<file path="config.mk">
export PLATFORM = sky130hd
export DESIGN_NAME = pwm_trip_guard
export DESIGN_NICKNAME = d
export VERILOG_FILES = /design/src/rtl/pwm_trip_pkg.sv /design/src/rtl/trip_sync.sv /design/src/rtl/trip_core.sv /design/src/rtl/trip_out_stage.sv /design/src/rtl/pwm_trip_guard.sv
export SDC_FILE = /design/constraint.sdc
export NUM_CORES = 1
export LEC_CHECK = 0
export ABC_AREA = 0
export BUFFER_PORTS_ARGS = -buffer_cell sky130_fd_sc_hd__buf_2
export CORE_MARGIN = 2
export CORE_UTILIZATION = 43
export DETAILED_ROUTE_END_ITERATION = 8
export GPL_TIMING_DRIVEN = 0
export PLACE_DENSITY = 0.79
export SYNTH_ARGS = -nofsm -noshare
export SYNTH_HDL_FRONTEND = slang
export SYNTH_SLANG_ARGS = --single-unit
</file>
<file path="constraint.sdc">
create_clock -name clk -period 0.9 [get_ports clk]
set_input_delay 0.135 -clock clk [delete_from_list [all_inputs] [get_ports clk]]
set_output_delay 0.135 -clock clk [all_outputs]
set_load 0.01 [all_outputs]
</file>
<file path="src/rtl/pwm_trip_pkg.sv">
package pwm_trip_pkg;

  // Safe-state codes for a tripped output
  typedef enum logic [1:0] {
    TRIP_HIZ  = 2'd0,
    TRIP_HIGH = 2'd1,
    TRIP_LOW  = 2'd2,
    TRIP_KEEP = 2'd3
  } trip_act_e;

  localparam int REG_SEL = 0;
  localparam int REG_ACT = 1;
  localparam int REG_IEN = 2;
  localparam int REG_CLR = 3;
  localparam int REG_FRC = 4;

  localparam int BIT_CYC = 0;
  localparam int BIT_OS  = 1;
  localparam int BIT_IRQ = 2;

endpackage

</file>
<file path="src/rtl/trip_sync.sv">
module trip_sync #(
  parameter int STAGES = 2
) (
  input  logic clk,
  input  logic rst_n,
  input  logic pin_n,
  output logic fault
);
  logic [STAGES-1:0] chain_q;

  genvar g;
  generate
    for (g = 0; g < STAGES; g++) begin : g_stage
      if (g == 0) begin : g_first
        always_ff @(posedge clk or negedge rst_n)
          if (!rst_n) chain_q[0] <= 1'b1;
          else        chain_q[0] <= pin_n;
      end else begin : g_rest
        always_ff @(posedge clk or negedge rst_n)
          if (!rst_n) chain_q[g] <= 1'b1;
          else        chain_q[g] <= chain_q[g-1];
      end
    end
  endgenerate

  assign fault = ~chain_q[STAGES-1];
endmodule

</file>
<file path="src/rtl/trip_core.sv">
module trip_core (
  input  logic clk,
  input  logic rst_n,
  input  logic fault,
  input  logic sel_cyc,
  input  logic sel_os,
  input  logic ie_cyc,
  input  logic ie_os,
  input  logic frc_cyc,
  input  logic frc_os,
  input  logic clr_cyc,
  input  logic clr_os,
  input  logic clr_irq,
  input  logic ctr_zero,
  output logic os_state,
  output logic cyc_state,
  output logic cyc_flag,
  output logic irq
);
  logic os_evt, cyc_evt, irq_evt;
  logic os_q, cyc_q, cyc_flag_q, irq_q;

  assign os_evt  = (sel_os  & fault) | frc_os;
  assign cyc_evt = (sel_cyc & fault) | frc_cyc;
  assign irq_evt = (os_evt & ie_os) | (cyc_evt & ie_cyc);

  always_ff @(posedge clk or negedge rst_n) begin
    if (!rst_n) begin
      os_q       <= 1'b0;
      cyc_q      <= 1'b0;
      cyc_flag_q <= 1'b0;
      irq_q      <= 1'b0;
    end else begin
      // a new event outranks a clear in the same cycle
      if (os_evt)       os_q <= 1'b1;
      else if (clr_os)  os_q <= 1'b0;

      if (cyc_evt)       cyc_q <= 1'b1;
      else if (ctr_zero) cyc_q <= 1'b0;

      if (cyc_evt)      cyc_flag_q <= 1'b1;
      else if (clr_cyc) cyc_flag_q <= 1'b0;

      // the interrupt re-arms only after it has been cleared
      if (irq_q) irq_q <= ~clr_irq;
      else       irq_q <= irq_evt;
    end
  end

  assign os_state  = os_q;
  assign cyc_state = cyc_q;
  assign cyc_flag  = cyc_flag_q;
  assign irq       = irq_q;
endmodule

</file>
<file path="src/rtl/trip_out_stage.sv">
module trip_out_stage
  import pwm_trip_pkg::*;
(
  input  logic       tripped,
  input  logic [1:0] act,
  input  logic       pwm_in,
  output logic       pwm_out,
  output logic       pwm_oe
);
  always_comb begin
    pwm_out = pwm_in;
    pwm_oe  = 1'b1;
    if (tripped) begin
      unique case (trip_act_e'(act))
        TRIP_HIZ:  begin pwm_out = 1'b0; pwm_oe = 1'b0; end
        TRIP_HIGH: pwm_out = 1'b1;
        TRIP_LOW:  pwm_out = 1'b0;
        TRIP_KEEP: pwm_out = pwm_in;
        default:   pwm_out = pwm_in;
      endcase
    end
  end
endmodule

</file>
<file path="src/rtl/pwm_trip_guard.sv">
module pwm_trip_guard
  import pwm_trip_pkg::*;
#(
  parameter int ADDR_W      = 3,
  parameter int DATA_W      = 4,
  parameter int SYNC_STAGES = 2,
  parameter int NUM_OUT     = 2
) (
  input  logic              clk,
  input  logic              rst_n,
  input  logic              pwm_a_in,
  input  logic              pwm_b_in,
  input  logic              trip_n,
  input  logic              ctr_zero,
  input  logic              wr_en,
  input  logic [ADDR_W-1:0] wr_addr,
  input  logic [DATA_W-1:0] wr_data,
  output logic              pwm_a_out,
  output logic              pwm_a_oe,
  output logic              pwm_b_out,
  output logic              pwm_b_oe,
  output logic              os_flag,
  output logic              cyc_flag,
  output logic              irq
);
  localparam int ACT_W = 2 * NUM_OUT;

  logic [1:0]       sel_q, ien_q;
  logic [ACT_W-1:0] act_q;
  logic             wr_sel, wr_act, wr_ien, wr_clr, wr_frc;
  logic             fault, os_state, cyc_state, tripped;
  logic [NUM_OUT-1:0] pin_v, out_v, oe_v;

  assign wr_sel = wr_en && (wr_addr == ADDR_W'(REG_SEL));
  assign wr_act = wr_en && (wr_addr == ADDR_W'(REG_ACT));
  assign wr_ien = wr_en && (wr_addr == ADDR_W'(REG_IEN));
  assign wr_clr = wr_en && (wr_addr == ADDR_W'(REG_CLR));
  assign wr_frc = wr_en && (wr_addr == ADDR_W'(REG_FRC));

  always_ff @(posedge clk or negedge rst_n) begin
    if (!rst_n) begin
      sel_q <= '0;
      act_q <= '0;
      ien_q <= '0;
    end else begin
      if (wr_sel) sel_q <= wr_data[1:0];
      if (wr_act) act_q <= wr_data[ACT_W-1:0];
      if (wr_ien) ien_q <= wr_data[1:0];
    end
  end

  trip_sync #(.STAGES(SYNC_STAGES)) sync_i (
    .clk(clk), .rst_n(rst_n), .pin_n(trip_n), .fault(fault)
  );

  trip_core core_i (
    .clk      (clk),
    .rst_n    (rst_n),
    .fault    (fault),
    .sel_cyc  (sel_q[BIT_CYC]),
    .sel_os   (sel_q[BIT_OS]),
    .ie_cyc   (ien_q[BIT_CYC]),
    .ie_os    (ien_q[BIT_OS]),
    .frc_cyc  (wr_frc & wr_data[BIT_CYC]),
    .frc_os   (wr_frc & wr_data[BIT_OS]),
    .clr_cyc  (wr_clr & wr_data[BIT_CYC]),
    .clr_os   (wr_clr & wr_data[BIT_OS]),
    .clr_irq  (wr_clr & wr_data[BIT_IRQ]),
    .ctr_zero (ctr_zero),
    .os_state (os_state),
    .cyc_state(cyc_state),
    .cyc_flag (cyc_flag),
    .irq      (irq)
  );

  assign tripped = os_state | cyc_state;
  assign pin_v   = {pwm_b_in, pwm_a_in};

  genvar g;
  generate
    for (g = 0; g < NUM_OUT; g++) begin : g_out
      trip_out_stage stage_i (
        .tripped(tripped),
        .act    (act_q[2*g +: 2]),
        .pwm_in (pin_v[g]),
        .pwm_out(out_v[g]),
        .pwm_oe (oe_v[g])
      );
    end
  endgenerate

  assign pwm_a_out = out_v[0];
  assign pwm_a_oe  = oe_v[0];
  assign pwm_b_out = out_v[1];
  assign pwm_b_oe  = oe_v[1];
  assign os_flag   = os_state;
endmodule

</file>
# Word level (Yosys, flattened, before mapping)
# Index checks and enable logic that the tools add are counted.
[classes] eq_ne=10 bitwise=15 reduce_logical=13 muxes=15
[op_table] op="two-way mux 1 bit" count=13
[op_table] op="AND 1 bit" count=9
[op_table] op="equality test 2 bit (second input constant)" count=4
[op_table] op="equality test 3 x 2 -> 1 bit (second input constant)" count=2
[op_table] op="one-hot mux 1 bit (3 select lines)" count=2
[op_table] op="nonzero test 2 bit" count=3
[op_table] op="logical AND 1 bit" count=5
[op_table] op="equality test 2 x 1 -> 1 bit (second input constant)" count=2
[op_table] op="zero test 2 bit" count=2
[op_table] op="OR 1 bit" count=4
[op_table] op="OR reduction 2 bit" count=2
[op_table] op="equality test 3 x 1 -> 1 bit (second input constant)" count=1
[op_table] op="equality test 3 bit (second input constant)" count=1
[op_table] op="zero test 3 bit" count=1
[op_table] op="inverter 1 bit" count=2
[word_totals] reg_bits=14 wordCells=62

# Longest topological paths before layout
# Gate-level depths: netlist (run 1).
[depth] word_depth=7 depth_mapped=3

# Modules after synthesis
# From an unflattened synthesis (run 1), not the netlist that was laid out.
[hier_totals] cells_unflattened=54 hier_area_um2=686.9
[modules_own_cells] module="pwm_trip_guard" cells_per_inst=27 area_per_inst_um2=406.6 instances=1 seq_area_each_um2=200.2
[modules_own_cells] module="trip_core" cells_per_inst=16 area_per_inst_um2=171.4 instances=1 seq_area_each_um2=100.1
[modules_own_cells] module="trip_sync" cells_per_inst=3 area_per_inst_um2=56.3 instances=1 seq_area_each_um2=52.6
[modules_own_cells] module="trip_out_stage" cells_per_inst=4 area_per_inst_um2=26.3 instances=2 seq_area_each_um2=0.0

# Worst setup path before layout (run 1)
# OpenSTA, ideal clock, no wires.
[synth_timing] path_type="register to output" startpoint="register core_i.os_q (netlist: core_i.os_state)" endpoint="output pwm_a_out" path_stages_with_launch=4 path_slack_ps=-132 n_path_buf=0 arrival_time_ps=897 cell_sequence="dfrtp_1 > nor2_1 > nor2_1 > o22a_1"
[synth_via] elab_chain_len=2
[synth_rtl] item="start, declared" line="trip_core.sv:21" rtl="logic os_q, cyc_q, cyc_flag_q, irq_q;"
[synth_rtl] item="start signal, assigned" line="trip_core.sv:29" rtl="os_q <= 1'b0;"
[synth_rtl] item="start signal, assigned" line="trip_core.sv:35" rtl="if (os_evt) os_q <= 1'b1;"
[synth_rtl] item="start signal, assigned" line="trip_core.sv:36" rtl="else if (clr_os) os_q <= 1'b0;"
[synth_rtl] item="OR 1 bit" line="pwm_trip_guard.sv:76" rtl="assign tripped = os_state | cyc_state;"
[synth_rtl] item="two-way mux 1 bit" line="trip_out_stage.sv:13" rtl="if (tripped) begin"
[synth_rtl] item="end, declared" line="pwm_trip_guard.sv:18" rtl="output logic pwm_a_out,"
# Every way passes these cells.

# Worst setup path in the final report (run 1)
[layout_timing] startpoint="register core_i.os_q (netlist: core_i.os_state)" endpoint="output pwm_b_oe"
[layout_via] elab_chain_len=2
[layout_rtl] item="OR 1 bit" line="pwm_trip_guard.sv:76"
[layout_rtl] item="two-way mux 1 bit" line="trip_out_stage.sv:13"
[layout_rtl] item="end, declared" line="pwm_trip_guard.sv:21" rtl="output logic pwm_b_oe,"
# Every way passes these cells.

==> impl_metrics.json, run 1 <==
{
  "setup_ws_ns": -0.4563,
  "grt_max_degree": 15,
  "grt_setup_unrepaired": "true",
  "vias": 486,
  "maxSlewHeadroom_pct": 78.89,
  "drt-vias-per-instance": 5.063,
  "worstSkewPairLatency_ns": 0.28,
  "ys_top_cells_by_count": "12 x dfrtp_1, 4 x inv_1, 4 x mux2_4",
  "portBuffers": 20,
  "synth.distinct_cells": 21,
  "fin_crit_sh_pct": 150.7,
  "core_mm2": 0.001489,
  "synthTopCellsByArea": "dfrtp_1 44%, mux2_4 8.9%, dfstp_2 7.8%, mux2_2 5.0%, and4bb_4 4.8%",
  "fp.dieW_um": 43.68,
  "cts.sinks": 14,
  "hpwl_um": 897.2,
  "diodes": 0,
  "ios": 21,
  "violations": "setup timing",
  "grt_pass1_wl_mm": 2.028,
  "synth_top_cell_by_area": "dfrtp_1",
  "cts_root_buffer": "clkbuf_4",
  "critPathMaxFanout": 6,
  "worstMarginPinSlew_ns": 0.3166,
  "fillers": 113,
  "start_util_pct": 45.46,
  "seq_area_frac_synth_pct": 52.13,
  "r2r_cells": 3,
  "slowest_delay_ns": 0.42,
  "path_class": "register to output port",
  "path_clk_slew_ns": 0.09,
  "die_y_um": 43.68,
  "cp_cell_sequence": "nor2_4 -> or3_4 -> buf_6",
  "nNetsFinal": 95,
  "clock-skew-final_ns": 0.006269,
  "dieArea_mm2": 0.001908,
  "status": "finished with violations",
  "p_per_area_mw_per_mm2": 2008,
  "yosysMostFrequentCell": "dfrtp_1",
  "dpl-instance-area_um2": 823.3,
  "htreeDepth": 1,
  "gp_congestion": 0.7318,
  "synth_edf_count": 0,
  "wirelength_mm": 1.222,
  "antenna_found_initial": 0,
  "synth_top_area_share_pct": 44.36,
  "p_leak_nw": 0.4140,
  "dr.pass1.iters": 4,
  "floorplan.rows": 14,
  "hold_violations": 0,
  "holdCritPathClass": "input pin to register",
  "cp-start-kind": "register",
  "drc": 0,
  "cts_tree": "built",
  "crit_slowest_cell": "dfrtp_1",
  "synth_warnings": 0,
  "postRouteAntennaNets": 0,
  "cts_buffers": 3,
  "setup_viol": 11,
  "syn_to_final_growth_pct": 37.71,
  "grt_pass1_vias": 474,
  "finalCriticalPeriod_ns": 1.356,
  "syn_area_per_cell_um2": 13.02,
  "syn_inst": 52,
  "grtUsageTotal_pct": 14.91,
  "worst_ep_arrival_time_ns": 1.22,
  "routedWlPerCell_um": 12.73,
  "drive_above_1_share_pct": 61.25,
  "final_cell_area_um2": 932.1,
  "crit_path_end_kind": "output port",
  "synth-async-reset-ratio_pct": 100.0,
  "synth_ff_type": "dfrtp_1",
  "synth_seq_cells": 14,
  "overflow": 0,
  "syn-num-nets": 66,
  "maxSlewViolCount": 0,
  "clk_path_buf_depth": 2,
  "syn_area_um2": 676.9,
  "fin_util_pct": 62.61,
  "cap_viol_max_count": 0,
  "drt_iter0_markers": 2,
  "fmax_ghz": 0.7373,
  "hold_depth": 2,
  "worstPathRequired_ns": 0.76,
  "peakVddDrop_v": 0.001504
}
per-stage QoR:
step / hold WS (ns) / total power (W) / std cells / setup TNS [ns] / worst slack, ns
3_5_place_dp: 0.04489 / 0.001353 / 88 / -2.091 / -0.1928
4_1_cts: 0.01548 / 0.001867 / 97 / -2.503 / -0.4599
2_1_floorplan: -0.1606 / 0.001171 / 52 / -0.2795 / -0.05438
5_1_grt: 0.02318 / 0.001964 / 96 / -2.783 / -0.5068
3_3_place_gp: 0.03750 / 0.001334 / 88 / -1.930 / -0.1871
6_report: 0.01396 / 0.001872 / 96 / -2.348 / -0.4563
sequential cells by signal (all words and copies together) (netlist names):
| name | flops |
|---|---|
| act_q | 4 |
| ien_q | 2 |
| sel_q | 2 |
| sync_i.chain_q | 2 |
| core_i.cyc_flag | 1 |
| core_i.cyc_state | 1 |
| core_i.irq | 1 |
| core_i.os_state | 1 |
worst max-delay path: cells and delay by family (launching register included):
family                 cells  cell delay [ns]
buffers and inverters      1             0.13
DFF                        1             0.42
and+or+nand+nor            2             0.40
cell type report:
cell class	instances	area (um^2)	share of cell area [%]
clock buffer	4	36.28	3.893
inverter	4	15.01	1.611
multi-input combinational	34	346.6	37.18
sequential	14	352.8	37.85
tap	16	20.02	2.148
timing repair buffer	24	161.4	17.32
path summary, 6_finish.rpt:
| kind | start | to | slack [ns] |
|---|---|---|---|
| worst max-delay path | core_i.os_state | pwm_b_oe | -0.46 |
| worst min-delay path | ctr_zero | core_i.cyc_state | 0.01 |
| worst max register to register | sync_i.chain_q[1] | core_i.irq | -0.08 |
| worst min register to register | sync_i.chain_q[0] | sync_i.chain_q[1] | 0.36 |
| max in group asynchronous | rst_n | sync_i.chain_q[0] | 0.34 |
| min in group asynchronous | rst_n | core_i.irq | 0.27 |
timing repair:
action                                  CTS  global route
pin swaps                                 6             4
hold buffers                              2             0
cloned                                    0             0
endpoints found under the hold margin    13             0
setup buffers                             3             1
endpoints found under the setup margin   10            11
resized for setup                         5             7
kinds of logic (layout without fill, tap and decap cells):
family / count (synthesis) / in the layout / synth area share [%]
AO/OA/AOI/OAI: 9 / 9 / 11.46
buffers and inverters: 4 / 32 / 2.217
flip-flops: 14 / 14 / 52.13
multiplexers: 8 / 8 / 15.53
AND/OR/NAND/NOR: 17 / 17 / 18.67
placed cells by master (no fill, tap or decap), drive strengths merged, types with 3 or more instances in the layout:
| master | synthesis | layout |
|---|---|---|
| buf | 0 | 22 |
| dfrtp | 12 | 12 |
| mux2 | 8 | 8 |
| inv | 4 | 4 |
| o21ai | 4 | 4 |
| clkbuf | 0 | 4 |
| nand2 | 3 | 3 |
| nor2 | 3 | 3 |
where the power goes:
group,switching [W],internal [W],total (W)
clock network,0.000205,0.000246,0.000451
registers,0.0000894,0.000756,0.000846
logic,0.000226,0.000349,0.000575
total,0.000520,0.00135,0.00187
metal layers:
layer	vias up	global-route usage [%]	wire length, um
li1	241	-	-
met1	233	18.80	532
met2	10	23.82	631
met3	2	3.750	37
met4	0	7.273	20
met5	-	0	0
Power figures use the tool's default switching activity.
==> run 2, diff against run 1 <==
--- a/config.mk
+++ b/config.mk
@@ -11,7 +11,7 @@
 export CORE_UTILIZATION = 43
 export DETAILED_ROUTE_END_ITERATION = 8
 export GPL_TIMING_DRIVEN = 0
-export PLACE_DENSITY = 0.79
+export PLACE_DENSITY = 0.68
 export SYNTH_ARGS = -nofsm -noshare
 export SYNTH_HDL_FRONTEND = slang
 export SYNTH_SLANG_ARGS = --single-unit
==> run 2 against run 1 <==
Compared with the run above: wire length increased by 7.1%; highest routed layer unchanged; die area unchanged; power decreased by 2.0%; the flow still finishes with violations (setup timing); critical endpoint is now pwm_b_out.
==> impl_metrics.json, run 2 (synthesis gave the netlist of run 1 again) <==
{
  "overflow": 0,
  "slowest_delay_ns": 0.42,
  "wl_met2_um": 677,
  "wirelength_mm": 1.309,
  "drc": 0,
  "nNetsFinal": 97,
  "cts_root_buffer": "clkbuf_4",
  "cp_cell_sequence": "nor2_4 -> nor2_1 -> o22a_1 -> buf_2",
  "floorplan.rows": 14,
  "grt_pass1_wl_mm": 2.173,
  "peakVddDrop_v": 0.001536,
  "critPathMaxFanout": 6,
  "wl_met1_um": 548,
  "hold_violations": 0,
  "maxSlewViolCount": 0,
  "routedWlPerCell_um": 13.36,
  "worst_ep_arrival_time_ns": 1.22,
  "grt_pass1_vias": 510,
  "syn_to_final_growth_pct": 38.08,
  "holdCritPathClass": "input pin to register",
  "grtUsageTotal_pct": 15.89,
  "path_class": "register to output port",
  "fp.dieW_um": 43.68,
  "clock-skew-final_ns": 0.01258,
  "drive_above_1_share_pct": 58.54,
  "start_util_pct": 45.46,
  "crit_path_end_kind": "output port",
  "final_cell_area_um2": 934.6,
  "cp-start-kind": "register",
  "path_clk_slew_ns": 0.08,
  "cap_viol_max_count": 0,
  "drt_iter0_markers": 7,
  "fin_setup_tns_ns": -2.056,
  "p_leak_nw": 0.4176,
  "worstPathRequired_ns": 0.76,
  "postRouteAntennaNets": 0,
  "cts.sinks": 14,
  "final_common_cell": "buf_2",
  "finalPower_w": 0.001834,
  "antenna_found_initial": 0,
  "violations": "setup timing",
  "status": "finished with violations",
  "setup_viol": 9,
  "dieArea_mm2": 0.001908,
  "fin_crit_sh_pct": 150.2,
  "worstSkewPairLatency_ns": 0.28,
  "mostFrequentLayoutCells": "17 x buf_2, 12 x dfrtp_1, 6 x buf_6",
  "cts_tree": "built",
  "top_layer": "met4",
  "diodes": 0,
  "setup_ws_ns": -0.4519,
  "portBuffers": 20,
  "htreeDepth": 1,
  "dr_wl_met3_um": 75,
  "maxSlewHeadroom_pct": 80.11,
  "vias": 495,
  "top_register": "act_q",
  "finalCriticalPeriod_ns": 1.352,
  "fmax_ghz": 0.7397,
  "core_mm2": 0.001489,
  "dpl-instance-area_um2": 823.3,
  "grt_setup_unrepaired": "true",
  "worstMarginPinSlew_ns": 0.2984,
  "pre_cts_slack_ns": -0.2291,
  "gp_congestion": 0.7731,
  "die_y_um": 43.68,
  "ios": 21,
  "dr.pass1.iters": 3,
  "grt_max_degree": 15,
  "clk_path_buf_depth": 2,
  "cts_buffers": 3,
  "hpwl_um": 999.6,
  "drt-vias-per-instance": 5.051,
  "largest_reg_flops": 4,
  "p_per_area_mw_per_mm2": 1963,
  "crit_slowest_cell": "dfrtp_1"
}
-- run 2: layer usage --
| layer | vias to the layer above | track usage (%) |
|---|---|---|
| li1 | 246 | - |
| met1 | 233 | 18.55 |
| met2 | 14 | 27.35 |
| met3 | 2 | 7.500 |
| met4 | 0 | 1.818 |
| met5 | - | 0 |
-- run 2: timing repair --
| item | 4_1_cts | 5_1_grt |
|---|---|---|
| hold buffers | 2 | 0 |
| hold endpoints to repair | 13 | 0 |
| cloned | 0 | 0 |
| endpoints found under the setup margin | 9 | 13 |
| gates resized for setup | 3 | 5 |
| pin swaps | 3 | 4 |
| setup buffers | 4 | 0 |
-- run 2: stage by stage --
| stage | hold WS [ns] | std cells | util, % |
|---|---|---|---|
| final | 0.02321 | 98 | 62.77 |
| after global routing | 0.01663 | 98 | 62.77 |
| after CTS | 0.01955 | 98 | 61.43 |
| after detailed placement | 0.04062 | 88 | 55.29 |
| after global placement | 0.03762 | 88 | 55.29 |
| after floorplan | -0.1606 | 52 | - |
-- run 2: final timing paths --
check | startpoint | end | slack [ns] | depth (start not counted)
worst max-delay path | core_i.cyc_state | pwm_b_out | -0.45 | 4
worst min-delay path | ctr_zero | core_i.cyc_state | 0.02 | 2
worst max register to register | sync_i.chain_q[1] | core_i.irq | -0.06 | 3
worst min register to register | sync_i.chain_q[0] | sync_i.chain_q[1] | 0.36 | 0
max in group asynchronous | rst_n | sync_i.chain_q[0] | 0.34 | 2
min in group asynchronous | rst_n | core_i.cyc_state | 0.27 | 2
-- run 2: area by class of cell --
| class | instances | area [um^2] |
|---|---|---|
| fill | 123 | 554.3 |
| sequential | 14 | 352.8 |
| tap | 16 | 20.02 |
| multi-input combinational | 34 | 340.3 |
| inverter | 4 | 15.01 |
| timing repair buffer | 26 | 180.2 |
| clock buffer | 4 | 26.28 |
-- run 2: worst max-delay path: cells and delay by family, from the launching register on --
kind	cells	cell delay (ns)
flip-flops	1	0.42
AND/OR/NAND/NOR	2	0.24
buffers and inverters	1	0.13
AO/OA/AOI/OAI	1	0.15
-- run 2: power by group --
| part | total [W] | internal [W] | switching, W |
|---|---|---|---|
| combinational | 0.000645 | 0.000395 | 0.000250 |
| clock | 0.000356 | 0.000172 | 0.000184 |
| sequential | 0.000833 | 0.000756 | 0.0000771 |
| total | 0.00183 | 0.00132 | 0.000511 |
==> run 3, diff against run 2 <==
--- a/config.mk
+++ b/config.mk
@@ -7,8 +7,10 @@
 export LEC_CHECK = 0
 export ABC_AREA = 0
 export BUFFER_PORTS_ARGS = -buffer_cell sky130_fd_sc_hd__buf_2
+export CELL_PAD_IN_SITES_DETAIL_PLACEMENT = 1
+export CELL_PAD_IN_SITES_GLOBAL_PLACEMENT = 2
 export CORE_MARGIN = 2
-export CORE_UTILIZATION = 43
+export CORE_UTILIZATION = 28
 export DETAILED_ROUTE_END_ITERATION = 8
 export GPL_TIMING_DRIVEN = 0
 export PLACE_DENSITY = 0.68
==> run 3 against run 2 <==
Compared with the run above: the run still ends with setup timing left; flip-flop and latch count did not move; non-clock buffer count did not move; register-to-register slack barely moved; sequential share of layout area fell by 0.69 points; sequential power barely moved; fmax rose by 0.33%; power barely moved; setup slack improved by 0.0044 ns; critical endpoint is now pwm_a_out; largest cell class unchanged.
==> impl_metrics.json, run 3 (synthesis gave the netlist of run 1 again) <==
{
  "top_register": "act_q",
  "grt_pass1_vias": 531,
  "seqPwrFrac_pct": 45.6,
  "vias": 503,
  "maxSlewHeadroom_pct": 78.77,
  "whs_ns": 0.02816,
  "path_class": "register to output port",
  "postRouteAntennaNets": 0,
  "intPower_w": 0.001326,
  "wl_met1_um": 587,
  "drc": 0,
  "largest_reg_flops": 4,
  "dpl-instance-area_um2": 838.3,
  "grt_pass1_wl_mm": 2.421,
  "mostFrequentLayoutCells": "17 x buf_2, 12 x dfrtp_1, 6 x buf_6",
  "clk_path_buf_depth": 2,
  "fmax_ghz": 0.7421,
  "setup_viol": 11,
  "syn_to_final_growth_pct": 40.67,
  "violations": "setup timing",
  "fin_setup_tns_ns": -2.096,
  "critPathMaxFanout": 6,
  "antenna_found_initial": 0,
  "status": "finished with violations",
  "fin_util_pct": 42.23,
  "grtUsageTotal_pct": 12.19,
  "grt_setup_unrepaired": "true",
  "pwr-share-comb_pct": 35.2,
  "crit_slowest_cell": "dfrtp_1",
  "core_mm2": 0.002255,
  "overflow": 0,
  "path_clk_slew_ns": 0.08,
  "die_y_um": 53.17,
  "cts_buffers": 3,
  "finalPower_w": 0.001835,
  "cp_cell_sequence": "nor2_4 -> nor2_1 -> o22a_1 -> buf_2",
  "drt_iter0_markers": 1,
  "ios": 21,
  "peakVddDrop_v": 0.0009269,
  "drt-vias-per-instance": 4.573,
  "cts_tree": "built",
  "power_switching_w": 0.0005095,
  "p_leak_nw": 0.4173,
  "final_cell_area_um2": 952.2,
  "dr.pass1.iters": 2,
  "top_layer": "met4",
  "fin_crit_sh_pct": 149.7,
  "diodes": 0,
  "worst_ep_arrival_time_ns": 1.21,
  "maxSlewViolCount": 0,
  "dr_wl_met3_um": 68,
  "floorplan.rows": 17,
  "htreeDepth": 1,
  "nNetsFinal": 97,
  "holdCritPathClass": "input pin to register",
  "cts.sinks": 14,
  "routedWlPerCell_um": 12.54,
  "finalCriticalPeriod_ns": 1.347,
  "fp.dieW_um": 53.17,
  "worstPathRequired_ns": 0.76,
  "wl_met2_um": 711,
  "portBuffers": 20,
  "swShare_pct": 27.76,
  "hold_violations": 0,
  "dieArea_mm2": 0.002827,
  "wirelength_mm": 1.379,
  "drive_above_1_share_pct": 59.76,
  "p_per_area_mw_per_mm2": 1927,
  "cap_viol_max_count": 0,
  "seqCellArea_um2": 352.8,
  "clock-skew-final_ns": 0.005035,
  "gp_congestion": 0.6917,
  "grt_max_degree": 15,
  "cp-start-kind": "register",
  "fillers": 265,
  "start_util_pct": 30.02,
  "cts_root_buffer": "clkbuf_4",
  "worstSkewPairLatency_ns": 0.27,
  "crit_path_end_kind": "output port",
  "final_common_cell": "buf_2",
  "setup_ws_ns": -0.4475,
  "hpwl_mm": 1.053,
  "slowest_delay_ns": 0.41,
  "multi_input_area_um2": 342.8,
  "worstMarginPinSlew_ns": 0.3184,
  "p_clk_share_pct": 19.3
}
-- run 3: cell types whose count changed in the layout (fill, tap and decap cells not counted) --
cell	delta
nor2_1	-1
nor2_2	+1
-- run 3: per-stage QoR --
step                      setup WS, ns  std cells
after floorplan               -0.05438         52
after global placement         -0.1980        100
after detailed placement       -0.2031        100
after CTS                      -0.4715        110
after global routing           -0.5308        110
final                          -0.4475        110
-- run 3: area by class of cell --
type / count / share of cell area, %
inverter: 4 / 1.577
sequential: 14 / 37.06
tap: 28 / 3.679
multi-input combinational: 34 / 36.01
timing repair buffer: 26 / 18.92
clock buffer: 4 / 2.760
-- run 3: per-layer routing --
layer	GRT usage (%)	vias up
li1	-	246
met1	13.68	242
met2	20.83	13
met3	4.237	2
met4	5.128	0
met5	0	-
-- run 3: power groups by stage --
stage | Sequential [W] | Clock, W | Combinational [W]
5_1_grt | 0.000854 | 0.000406 | 0.000709
4_1_cts | 0.000828 | 0.000380 | 0.000631
2_1_floorplan | 0.000850 | 0 | 0.000321
3_5_place_dp | 0.000857 | 0 | 0.000503
3_3_place_gp | 0.000853 | 0 | 0.000496
6_report | 0.000836 | 0.000354 | 0.000646
-- run 3: worst max-delay path: cells and delay by family (launching register included) --
kind / cells / cell delay (ns)
buf+inv: 1 / 0.13
flops: 1 / 0.41
simple gates: 2 / 0.25
compound gates: 1 / 0.15
-- run 3: final timing paths --
check	slack (ns)	endpoint	start	depth (start not counted)
max in group asynchronous	0.32	sync_i.chain_q[1]	rst_n	2
min in group asynchronous	0.29	act_q[0]	rst_n	2
worst max register to register	-0.07	core_i.irq	sync_i.chain_q[1]	3
worst min register to register	0.36	sync_i.chain_q[1]	sync_i.chain_q[0]	0
worst min-delay path	0.03	core_i.cyc_state	ctr_zero	2
worst max-delay path	-0.45	pwm_a_out	core_i.cyc_state	4
-- run 3: repair_timing --
item,in CTS,in global routing
endpoints found under the setup margin,11,13
pin swaps,5,3
resized for setup,4,5
hold buffers,2,0
setup buffers,4,0
endpoints found under the hold margin,13,0
